[src/rtl/stk_pkg.sv]
package stk_pkg;
    typedef enum logic [2:0] {
        ST_IDLE      = 3'd0,
        ST_PUSH_WR   = 3'd1,
        ST_PUSH_FIN  = 3'd2,
        ST_PULL_RD   = 3'd3,
        ST_PULL_WAIT = 3'd4,
        ST_PULL_FIN  = 3'd5
    } stk_state_e;
endpackage

[src/rtl/stk_fsm.sv]
module stk_fsm
    import stk_pkg::*;
(
    input  logic       clk,
    input  logic       rst_n,
    input  logic       start_i,
    input  logic       pull_i,
    output stk_state_e state_o
);
    stk_state_e state_q, state_d;

    always_comb begin
        state_d = state_q;
        unique case (state_q)
            ST_IDLE:      if (start_i) state_d = pull_i ? ST_PULL_RD : ST_PUSH_WR;
            ST_PUSH_WR:   state_d = ST_PUSH_FIN;
            ST_PUSH_FIN:  state_d = ST_IDLE;
            ST_PULL_RD:   state_d = ST_PULL_WAIT;
            ST_PULL_WAIT: state_d = ST_PULL_FIN;
            ST_PULL_FIN:  state_d = ST_IDLE;
            default:      state_d = ST_IDLE;
        endcase
    end

    always_ff @(posedge clk or negedge rst_n) begin
        if (!rst_n) state_q <= ST_IDLE;
        else        state_q <= state_d;
    end

    assign state_o = state_q;

    assert_push_two_cycles_R2: assert property (@(posedge clk) disable iff (!rst_n)
        state_q == ST_PUSH_WR |=> state_q == ST_PUSH_FIN);
    assert_pull_wait_R3: assert property (@(posedge clk) disable iff (!rst_n)
        state_q == ST_PULL_RD |=> state_q == ST_PULL_WAIT);
    assert_pull_fin_R3: assert property (@(posedge clk) disable iff (!rst_n)
        state_q == ST_PULL_WAIT |=> state_q == ST_PULL_FIN);
    assert_busy_start_ignored_R7: assert property (@(posedge clk) disable iff (!rst_n)
        state_q != ST_IDLE |=> !(state_q inside {ST_PUSH_WR, ST_PULL_RD}));
endmodule

[src/rtl/stk_ptr.sv]
module stk_ptr #(
    parameter int          PTR_W    = 8,
    parameter logic [7:0]  SP_RESET = 8'hFF
) (
    input  logic             clk,
    input  logic             rst_n,
    input  logic             dec_i,
    input  logic             inc_i,
    output logic [PTR_W-1:0] sp_o,
    output logic [PTR_W-1:0] sp_up_o
);
    localparam logic [PTR_W-1:0] ONE = PTR_W'(1);
    logic [PTR_W-1:0] sp_q;

    always_ff @(posedge clk or negedge rst_n) begin
        if (!rst_n)     sp_q <= PTR_W'(SP_RESET);
        else if (dec_i) sp_q <= sp_q - ONE;
        else if (inc_i) sp_q <= sp_q + ONE;
    end

    assign sp_o    = sp_q;
    assign sp_up_o = sp_q + ONE;

    assert_dec_wraps_R6: assert property (@(posedge clk) disable iff (!rst_n)
        dec_i |=> sp_q == $past(sp_q) - ONE);
    assert_inc_wraps_R6: assert property (@(posedge clk) disable iff (!rst_n)
        (inc_i && !dec_i) |=> sp_q == $past(sp_q) + ONE);
    assert_exclusive_R6: assert property (@(posedge clk) disable iff (!rst_n)
        !(inc_i && dec_i));
endmodule

[src/rtl/stk_buf.sv]
module stk_buf #(
    parameter int DATA_W = 8
) (
    input  logic              clk,
    input  logic              rst_n,
    input  logic              load_acc_i,
    input  logic              load_mem_i,
    input  logic [DATA_W-1:0] acc_i,
    input  logic [DATA_W-1:0] mem_i,
    output logic [DATA_W-1:0] buf_o
);
    logic [DATA_W-1:0] buf_q;

    always_ff @(posedge clk or negedge rst_n) begin
        if (!rst_n)          buf_q <= '0;
        else if (load_acc_i) buf_q <= acc_i;
        else if (load_mem_i) buf_q <= mem_i;
    end

    assign buf_o = buf_q;

    assert_capture_read_R3: assert property (@(posedge clk) disable iff (!rst_n)
        (load_mem_i && !load_acc_i) |=> buf_q == $past(mem_i));
endmodule

[src/rtl/stk_seq.sv]
module stk_seq
    import stk_pkg::*;
#(
    parameter int         DATA_W   = 8,
    parameter logic [7:0] PAGE     = 8'h01,
    parameter logic [7:0] SP_RESET = 8'hFF
) (
    input  logic                clk,
    input  logic                rst_n,
    input  logic                start_i,
    input  logic                pull_i,
    input  logic [DATA_W-1:0]   acc_i,
    input  logic [DATA_W-1:0]   mem_rdata_i,
    output logic [2*DATA_W-1:0] mem_addr_o,
    output logic                mem_we_o,
    output logic                mem_re_o,
    output logic [DATA_W-1:0]   mem_wdata_o,
    output logic [DATA_W-1:0]   sp_o,
    output logic                done_o,
    output logic                acc_we_o,
    output logic [DATA_W-1:0]   acc_o,
    output logic                flag_n_o,
    output logic                flag_z_o
);
    localparam int ADDR_W = 2 * DATA_W;

    stk_state_e        state;
    logic [DATA_W-1:0] sp, sp_up, buf_val;
    logic              accept;

    assign accept = (state == ST_IDLE) && start_i;

    stk_fsm u_fsm (
        .clk(clk), .rst_n(rst_n), .start_i(start_i), .pull_i(pull_i), .state_o(state)
    );

    stk_ptr #(.PTR_W(DATA_W), .SP_RESET(SP_RESET)) u_ptr (
        .clk(clk), .rst_n(rst_n),
        .dec_i(state == ST_PUSH_WR), .inc_i(state == ST_PULL_RD),
        .sp_o(sp), .sp_up_o(sp_up)
    );

    stk_buf #(.DATA_W(DATA_W)) u_buf (
        .clk(clk), .rst_n(rst_n),
        .load_acc_i(accept && !pull_i), .load_mem_i(state == ST_PULL_RD),
        .acc_i(acc_i), .mem_i(mem_rdata_i), .buf_o(buf_val)
    );

    always_comb begin
        mem_addr_o = ADDR_W'({PAGE, sp});
        mem_we_o   = 1'b0;
        mem_re_o   = 1'b0;
        done_o     = 1'b0;
        acc_we_o   = 1'b0;
        unique case (state)
            ST_IDLE:      ;
            ST_PUSH_WR:   mem_we_o = 1'b1;
            ST_PUSH_FIN:  done_o = 1'b1;
            ST_PULL_RD: begin
                mem_re_o   = 1'b1;
                mem_addr_o = ADDR_W'({PAGE, sp_up});
            end
            ST_PULL_WAIT: ;
            ST_PULL_FIN: begin
                done_o   = 1'b1;
                acc_we_o = 1'b1;
            end
            default: ;
        endcase
    end

    assign mem_wdata_o = buf_val;
    assign sp_o        = sp;
    assign acc_o       = buf_val;
    assign flag_n_o    = buf_val[DATA_W-1];
    assign flag_z_o    = (buf_val == '0);

    assert_done_single_R5: assert property (@(posedge clk) disable iff (!rst_n)
        done_o |=> !done_o);
    assert_push_no_flags_R5: assert property (@(posedge clk) disable iff (!rst_n)
        mem_we_o |=> !acc_we_o);
    assert_write_then_done_R1: assert property (@(posedge clk) disable iff (!rst_n)
        mem_we_o |=> done_o && !mem_we_o && !mem_re_o);
    assert_read_no_done_R3: assert property (@(posedge clk) disable iff (!rst_n)
        mem_re_o |=> !done_o && !mem_re_o && !mem_we_o);
    assert_load_value_R4: assert property (@(posedge clk) disable iff (!rst_n)
        mem_re_o |=> ##1 acc_we_o && acc_o == $past(mem_rdata_i, 2));
endmodule

[config.mk]
export PLATFORM = sky130hd
export DESIGN_NAME = stk_seq
export DESIGN_NICKNAME = d
export VERILOG_FILES = /design/src/rtl/stk_pkg.sv /design/src/rtl/stk_fsm.sv /design/src/rtl/stk_ptr.sv /design/src/rtl/stk_buf.sv /design/src/rtl/stk_seq.sv
export SDC_FILE = /design/constraint.sdc
export NUM_CORES = 1
export LEC_CHECK = 0
export BUFFER_PORTS_ARGS = -buffer_cell sky130_fd_sc_hd__buf_2
export CORE_UTILIZATION = 45
export DETAILED_ROUTE_END_ITERATION = 6
export PLACE_DENSITY = 0.83
export SETUP_SLACK_MARGIN = 0.15
export SKIP_LAST_GASP = 1
export SLEW_MARGIN = 20
export SYNTH_ARGS = -nofsm -noshare
export SYNTH_HDL_FRONTEND = slang
export SYNTH_SLANG_ARGS = --single-unit
[constraint.sdc]
create_clock -name clk -period 3.9 [get_ports clk]
set_clock_uncertainty 0.05 [all_clocks]
set_input_delay 0.195 -clock clk [delete_from_list [all_inputs] [get_ports clk]]
set_output_delay 0.195 -clock clk [all_outputs]
set_load 0.02 [all_outputs]
# --- Word-level counts from Yosys, hierarchy flattened ---
# Cells that the tools add are included.
classes:
  div_mod_pow: 0
  n_bitwise: 0
  muxes: 12
  eq_ne: 6
  add_sub_neg: 2
  reduce_logical: 8
  n_lt_le_gt_ge: 0
  n_mul: 0
  n_shift: 0
op_table:
  columns: ["op", "count"]
  rows:
  - ["$mux W8", 5]
  - ["$pmux W3 S4", 1]
  - ["$add A8 B1 Y8 const B", 1]
  - ["$logic_not A8 Y1", 1]
  - ["$sub A8 B1 Y8 const B", 1]
  - ["$eq A3 B2 Y1 const B", 2]
  - ["$eq A3 B3 Y1 const B", 2]
  - ["$mux W1", 4]
  - ["$reduce_bool A2 Y1", 2]
  - ["$eq A3 B1 Y1 const B", 1]
  - ["$logic_not A3 Y1", 1]
  - ["$mux W3", 1]
  - ["$logic_and A1 B1 Y1", 2]
  - ["$mux W2", 1]
  - ["$ne A2 B2 Y1 const B", 1]
  - ["$reduce_or A2 Y1", 1]
  - ["$logic_not A1 Y1", 1]
totals:
  in_bits: 20
  word_cells: 31
  ram_bits: 0
  mem_bits_ro: 0
  latch_bits: 0
  out_inout_bits: 46
  n_memories: 0
  ff_bits: 19

# --- Depth between registers and ports, before layout ---
# Gate-level depths: netlist of the first run.
depth:
  word_depth: 4
  ltp_mapped: 6
  mapped_depth_nobuf: 6

# --- Modules after synthesis ---
# A second synthesis of the first run with hierarchy kept.
hier_totals:
  cells_unflattened: 139
  hier_area_um2: 1350.0
modules_own_cells:
  columns: ["module", "cells_per_inst", "seq_area_each_um2", "area_each_um2", "n_inst"]
  rows:
  - ["stk_ptr", 57, 210.2, 554.3, 1]
  - ["stk_buf", 34, 200.2, 372.9, 1]
  - ["stk_seq", 38, 0.0, 311.5, 1]
  - ["stk_fsm", 10, 75.1, 111.4, 1]

# --- Worst setup path before layout of the first run ---
# Ideal clock, no wire load.
synth_timing:
  kind: "flip-flop to output port"
  start: "register u_fsm.state_q[1] (netlist: u_fsm.state_o[1])"
  end: "output mem_addr_o[3]"
  path_stages_with_launch: 6
  required_ns: 3.655
  setup_slack_ns: 1.992
  arrival_time_ns: 1.663
  path_buffers: 2
  cell_sequence: "dfrtp_1 > buf_2 > and3b_2 > clkbuf_1 > nand2_1 > xnor2_1"
synth_via:
  elab_chain_len: 2
synth_lines:
  columns: ["element", "line", "rtl"]
  rows:
  - ["start: declaration", "stk_fsm.sv:10", "stk_state_e state_q, state_d;"]
  - ["start signal: assignment", "stk_fsm.sv:27", "else state_q <= state_d;"]
  - ["$eq A3 B2 Y1", "stk_seq.sv:55", "unique case (state)"]
  - ["$mux W8", "stk_seq.sv:55", null]
  - ["end: declaration", "stk_seq.sv:14", "output logic [2*DATA_W-1:0] mem_addr_o,"]
# Every way passes these cells.

# --- Worst setup path in the final report of the first run ---
layout_timing:
  start: "register u_fsm.state_q[1] (netlist: u_fsm.state_o[1])"
  end: "output mem_addr_o[7]"
# The elaborated chain is that of the path after synthesis.

==> results.json, run 1 <==
{
  "post-route-period-util": 0.5758,
  "maxCapViolations": 0,
  "max_freq_ghz": 0.4453,
  "clockBufferDepth": 2,
  "ys_types": 36,
  "cp.required_ps": 3650,
  "power-per-cell-area_nw_per_um2": 921.7,
  "synth-edff-count": 0,
  "drt_pass1_iterations": 4,
  "netlist_area_um2": 1229,
  "hold_viol": 0,
  "antenna_cells": 0,
  "drt_iter0_markers": 9,
  "grt-ovfl-total": 0,
  "dieArea_um2": 2944,
  "synth_cells": 124,
  "cts-root-buf": "clkbuf_4",
  "rsz0062_at_grt": "false",
  "via_count": 983,
  "timing.final.ws_setup_ps": 1654,
  "fin_crit_ps": 2246,
  "cts-buffers-inserted": 3,
  "gp_congestion": 0.8101,
  "arrival_ps": 2000,
  "critPathMaxFanout": 20,
  "clk_latency_ps": 300,
  "numClockSinks": 19,
  "drv_slew": 0,
  "synth_seq_cells": 19,
  "cts_max_level": 1,
  "start_kind": "flop",
  "cts_tree": "built",
  "core_area_um2": 2522,
  "hold_start": "start_i",
  "die_y_um": 54.26,
  "p_leak_nw": 0.8035,
  "nets": 191,
  "io_pins": 66,
  "track_usage": 0.1768,
  "portBuffers": 57,
  "ys.flop_type": "dfrtp_1",
  "critPathKind": "flop to output pin",
  "die-width_um": 54.26,
  "core.rowCount": 18,
  "ys_warn_count": 0,
  "outcome": "finished clean",
  "routedWlPerCell_um": 12.21,
  "slew_headroom": 0.6683,
  "synth_seq_area_share": 0.3951,
  "setup_violations": 0,
  "start_util": 0.4871,
  "antenna_found_initial": 0,
  "end_kind": "output pin",
  "reg2reg_from": "u_fsm.state_o[2]$_DFFE_PN0P_",
  "startpoint": "u_fsm.state_o[1]$_DFFE_PN0P_",
  "worst_pin_slew_ps": 495.7,
  "min_path_type": "input pin to flop",
  "grt_max_degree": 21,
  "first_global_vias": 851,
  "dp_hpwl_um": 1868,
  "postCtsSetupRepairBufs": 0,
  "drc": 0,
  "async_reset_ff_frac": 1.000,
  "ctsResizeCount": 0,
  "syn_area_per_cell_um2": 9.909,
  "ant_nets": 0,
  "ir_drop_v": 0.0005236,
  "r2r_slack_ps": 2060,
  "finalSetupTns_ps": 0,
  "routed_wl_um": 2418,
  "path_clk_slew_ps": 100,
  "dp_slack_ps": 1980,
  "syn2layout_area_growth_pct": 17.82,
  "drive_gt1_frac": 0.4643,
  "grt_pass1_wl_um": 3698,
  "viasPerCell": 4.965
}
## final timing paths
path | end | depth (start not counted)
worst max-delay path | mem_addr_o[7] | 5
worst min-delay path | u_fsm.state_o[0]$_DFFE_PN0P_ | 2
worst max register to register | u_ptr.sp_o[7]$_DFFE_PN1P_ | 4
worst min register to register | u_buf.buf_o[5]$_DFFE_PN0P_ | 1
max in group asynchronous | u_ptr.sp_o[4]$_DFFE_PN1P_ | 2
min in group asynchronous | u_buf.buf_o[0]$_DFFE_PN0P_ | 2
## final cells by class
type                            count  area, µm²
Clock buffer                        3      22.52
Clock inverter                      1      5.005
Fill cell                         225       1075
Inverter                            2      7.507
Multi-Input combinational cell     85      594.3
Sequential cell                    19      485.5
Tap cell                           30      37.54
Timing Repair Buffer               58      295.3
## registers in the layout, summed over array words and instances, names as in the netlist
| register | cells |
|---|---|
| u_ptr.sp_o | 8 |
| u_fsm.state_o | 3 |
| u_buf.buf_o | 8 |
## cells in the mapped netlist, types with 3 or more instances
cell type / instances / area share
dfstp_2: 8 / 0.17
dfrtp_1: 11 / 0.22
nor2_1: 9 / 0.027
a21o_1: 8 / 0.049
clkbuf_1: 4 / 0.012
a22o_1: 8 / 0.057
and3_1: 3 / 0.015
xor2_1: 8 / 0.057
xnor2_1: 7 / 0.050
nand2_1: 6 / 0.018
buf_4: 17 / 0.10
## placed cells by master, fill, tap and decap left out, drive strengths merged, types with 2 or more instances in the layout
master,instances
ha,2
or4,3
and3b,2
dfrtp,11
nand3,2
conb,8
nor2,9
a22o,8
a21o,9
inv,2
xor2,8
o21ai,3
buf,57
and3,3
nand4,2
a21oi,2
clkbuf,3
dfstp,8
nand2,6
xnor2,7
## metrics by stage
stage,total power [mW],hold WS [ps],cells,instance area [µm²],util
5_1_grt,1.442,81.68,198,1448,0.5739
6_report,1.334,77.44,198,1448,0.5739
4_1_cts,1.354,69.09,198,1448,0.5739
3_5_place_dp,1.248,107.5,193,1410,0.5590
2_1_floorplan,1.078,-150.6,130,1251,-
3_3_place_gp,1.226,98.21,193,1410,0.5590
## kinds of logic after synthesis
| group | count (synthesis) | synth area share |
|---|---|---|
| AND/OR/NAND/NOR | 34 | 0.1639 |
| multiplexers | 1 | 0.008147 |
| flip-flops | 19 | 0.3951 |
| buffers and inverters | 26 | 0.1395 |
| XOR/XNOR | 15 | 0.1069 |
| AO/OA/AOI/OAI | 25 | 0.1599 |
| other | 2 | 0.006112 |
| adder cells (fa/ha/maj) | 2 | 0.02036 |
## repair_timing
item,in CTS,in global routing
hold buffers,1,0
endpoints found under the hold margin,11,0
setup endpoints to repair,0,0
## where the power goes
| group | total [mW] | switching [mW] | internal [mW] |
|---|---|---|---|
| clock | 0.0993 | 0.0612 | 0.0382 |
| combinational | 0.767 | 0.462 | 0.305 |
| sequential | 0.468 | 0.142 | 0.326 |
## layer usage
layer / track usage / wire length (µm) / vias to the layer above
li1: - / - / 497
met1: 0.2103 / 1036 / 450
met2: 0.3130 / 1229 / 32
met3: 0.01667 / 108 / 4
met4: 0.08974 / 44 / 0
met5: 0 / 0 / -
## worst max-delay path, stage by stage, from the launching register on
cell and delay (ps):
dfrtp_1 570, and3b_2 490, nand3_1 160, nor2_1 170, xor2_1 140, buf_2 170
Note: power is estimated with default switching activity, not from simulation.
==> run 2, diff against run 1 <==
Settings changed: ABC_AREA from default to 1, CORE_UTILIZATION 45 to 42, PLACE_DENSITY 0.83 to 0.79.
Clock period 3.9 ns to 1.82 ns, I/O delays scaled along.
==> run 2 against run 1 <==
- the flow now finishes with violations (negative setup slack)
- global-route usage increased by 4.7 points
- worst hold slack worse by 45 ps
- clock power increased by 120%
- register-to-register slack lost 1900 ps
- power increased to 2.7 times the previous value
- non-clock buffer count increased by 35
- cell area rose by 43%
- largest power group unchanged
- combinational power rose to 3.1 times the previous value
- final cell count is 60% higher
- worst setup slack worse by 1700 ps
- area after synthesis rose by 13%
- critical path depth grew 3
==> results.json, run 2 <==
{
  "min_path_cells": 3,
  "slowest_stage": "dfstp_2",
  "drt_pass1_iterations": 4,
  "path_clk_slew_ps": 110,
  "hold-path-endpoint": "u_fsm.state_o[0]$_DFFE_PN0P_",
  "seqPwrFrac": 0.271,
  "crit_buf_inv": 2,
  "numClockSinks": 19,
  "ant_nets": 0,
  "critPathKind": "flop to output pin",
  "syn_area_per_cell_um2": 7.220,
  "most-common-layout-cells": "buf_2 (50), nand2_1 (47), nand3_1 (27)",
  "io_pins": 66,
  "grt_max_degree": 20,
  "track_usage": 0.2240,
  "drc": 0,
  "cp_num_cells": 8,
  "core.rowCount": 20,
  "critPathMaxFanout": 4,
  "drv_slew": 0,
  "maxCapViolations": 0,
  "ys.flop_type": "dfrtp_1",
  "antenna_found_initial": 0,
  "synth_area_leader_cell": "dfrtp_1",
  "yosysMostFrequentCell": "nand2_1",
  "portBuffers": 57,
  "ys_types": 29,
  "die-width_um": 59.45,
  "dp_slack_ps": 168.2,
  "cp.required_ps": 1680,
  "clockBufferDepth": 2,
  "r2r_slack_ps": 160,
  "crit_family": "flip-flops",
  "hold_start": "start_i",
  "synth_cells": 192,
  "end_kind": "output pin",
  "max_freq_ghz": 0.5470,
  "ir_drop_v": 0.0009767,
  "cts-root-buf": "clkbuf_4",
  "syn2layout_area_growth_pct": 49.64,
  "dp_cells": 279,
  "synth_top_area_share": 0.1986,
  "p_clk_frac": 0.062,
  "arrival_ps": 1690,
  "reg2reg_depth": 9,
  "total_power_mw": 3.559,
  "hold_viol": 0,
  "start_util": 0.4468,
  "min_path_type": "input pin to flop",
  "fin_crit_ps": 1828,
  "cts_max_level": 1,
  "ys_top_cells_by_count": "nand2_1 (49), nand3_1 (30), nor2_1 (18)",
  "violations": "negative setup slack",
  "die_y_um": 59.45,
  "outcome": "finished with violations",
  "first_global_vias": 1369,
  "via_count": 1532,
  "final_cells": 317,
  "synth_seq_cells": 19,
  "dieArea_um2": 3534,
  "synth-edff-count": 0,
  "grt-ovfl-total": 0,
  "async_reset_ff_frac": 1.000,
  "netlist_area_um2": 1386,
  "drive_gt1_frac": 0.4322,
  "p_leak_nw": 1.043,
  "critPathMaxStageDelay_ps": 590,
  "fillers": 309,
  "final_util": 0.6685,
  "finalSetupTns_ps": -11.54,
  "setup_violations": 4,
  "cts_tree": "built",
  "dp_hpwl_um": 2384,
  "final_common_cell": "buf_2",
  "p_int_mw": 1.696,
  "ys_warn_count": 0,
  "routed_wl_um": 3733,
  "synth_seq_area_share": 0.3502,
  "core_area_um2": 3103,
  "timing.final.ws_setup_ps": -8.038,
  "rsz0062_at_grt": "true",
  "antenna_cells": 0,
  "start_kind": "flop",
  "grt_pass1_wl_um": 6016,
  "synth_area_leaders": "dfrtp_1 (20%), dfstp_2 (15%), nand2_1 (13%)",
  "pwr-share-comb": 0.667,
  "cts-buffers-inserted": 3,
  "p_switching_mw": 1.863,
  "viasPerCell": 4.833,
  "gp_congestion": 0.8201,
  "power-per-cell-area_nw_per_um2": 1716,
  "clk_latency_ps": 300,
  "rr_endpoint": "u_ptr.sp_o[4]$_DFFE_PN1P_",
  "swShare": 0.5234,
  "drt_iter0_markers": 79,
  "crit_path_cell_trace": "buf_6, nand3_4, nor2_4, nand3_2, nand2_2, nand3_2, nand2_2, buf_6",
  "nets": 296,
  "post-route-period-util": 1.004,
  "routedWlPerCell_um": 11.78,
  "reg2reg_from": "u_ptr.sp_o[1]$_DFFE_PN1P_"
}
run 2: what timing repair did:
| action | in CTS | in global routing |
|---|---|---|
| endpoints found under the setup margin | 8 | 11 |
| setup buffers | 11 | 6 |
| hold endpoints to repair | 27 | 0 |
| hold buffers | 17 | 0 |
| pin swaps | 6 | 9 |
| resized for setup | 24 | 22 |
| gates cloned | 0 | 0 |
run 2: cells by family after synthesis:
logic type                 count (synthesis)  share of synthesized area
DFF                                       19                     0.3502
and+or+nand+nor                          108                     0.3529
other                                      2                   0.005417
buffers and inverters                     38                     0.1661
AOI/OAI and AO/OA                         21                    0.08935
xor gates and xnor gates                   2                    0.01805
adders and majority gates                  2                    0.01805
run 2: cell type report:
type / count / area [µm²] / share of cell area
well taps: 44 / 55.05 / 0.02654
multi-input cells: 141 / 799.5 / 0.3854
inverters: 16 / 75.07 / 0.03619
clock buffers: 4 / 26.28 / 0.01267
flip-flops and latches: 19 / 488.0 / 0.2352
repair buffers: 93 / 630.6 / 0.3040
run 2: worst min-delay path: stages:
cell,delay (ps)
buf_2,80
o21ai_0,110
inv_1,70
run 2: worst max-delay path by stage:
stage | from | end | slack [ps]
floorplan | u_ptr.sp_o[1]$_DFFE_PN1P_ | mem_addr_o[6] | 210
CTS | u_ptr.sp_o[1]$_DFFE_PN1P_ | mem_addr_o[6] | -3
global route | u_ptr.sp_o[0]$_DFFE_PN1P_ | mem_addr_o[7] | -110
finish | u_ptr.sp_o[0]$_DFFE_PN1P_ | mem_addr_o[7] | -8
global placement | u_ptr.sp_o[0]$_DFFE_PN1P_ | mem_addr_o[6] | 190
detailed placement | u_ptr.sp_o[1]$_DFFE_PN1P_ | mem_addr_o[6] | 170
run 2: power by group through the flow:
| stage | Sequential (mW) | Clock [mW] | Combinational [mW] |
|---|---|---|---|
| 3_3_place_gp | 0.938 | 0 | 1.85 |
| 4_1_cts | 0.953 | 0.225 | 2.15 |
| 2_1_floorplan | 1.08 | 0 | 1.31 |
| 5_1_grt | 0.999 | 0.246 | 2.61 |
| 3_5_place_dp | 0.952 | 0 | 1.86 |
| 6_report | 0.966 | 0.220 | 2.37 |
run 2: per-layer routing:
metal,wire (µm),share of wire,track usage,vias to the layer above
met2,1884,0.50,0.3740,51
met4,40,0.011,0.05442,0
met3,176,0.047,0.05022,4
li1,-,-,-,762
met1,1631,0.44,0.2923,715
met5,0,0,0,-
run 2: per-stage QoR:
step           hold WS (ps)  area [µm²]
2_1_floorplan        -254.6        1409
3_3_place_gp          12.34        1594
3_5_place_dp          9.062        1594
4_1_cts               22.28        1952
5_1_grt               44.87        2074
6_report              32.24        2074
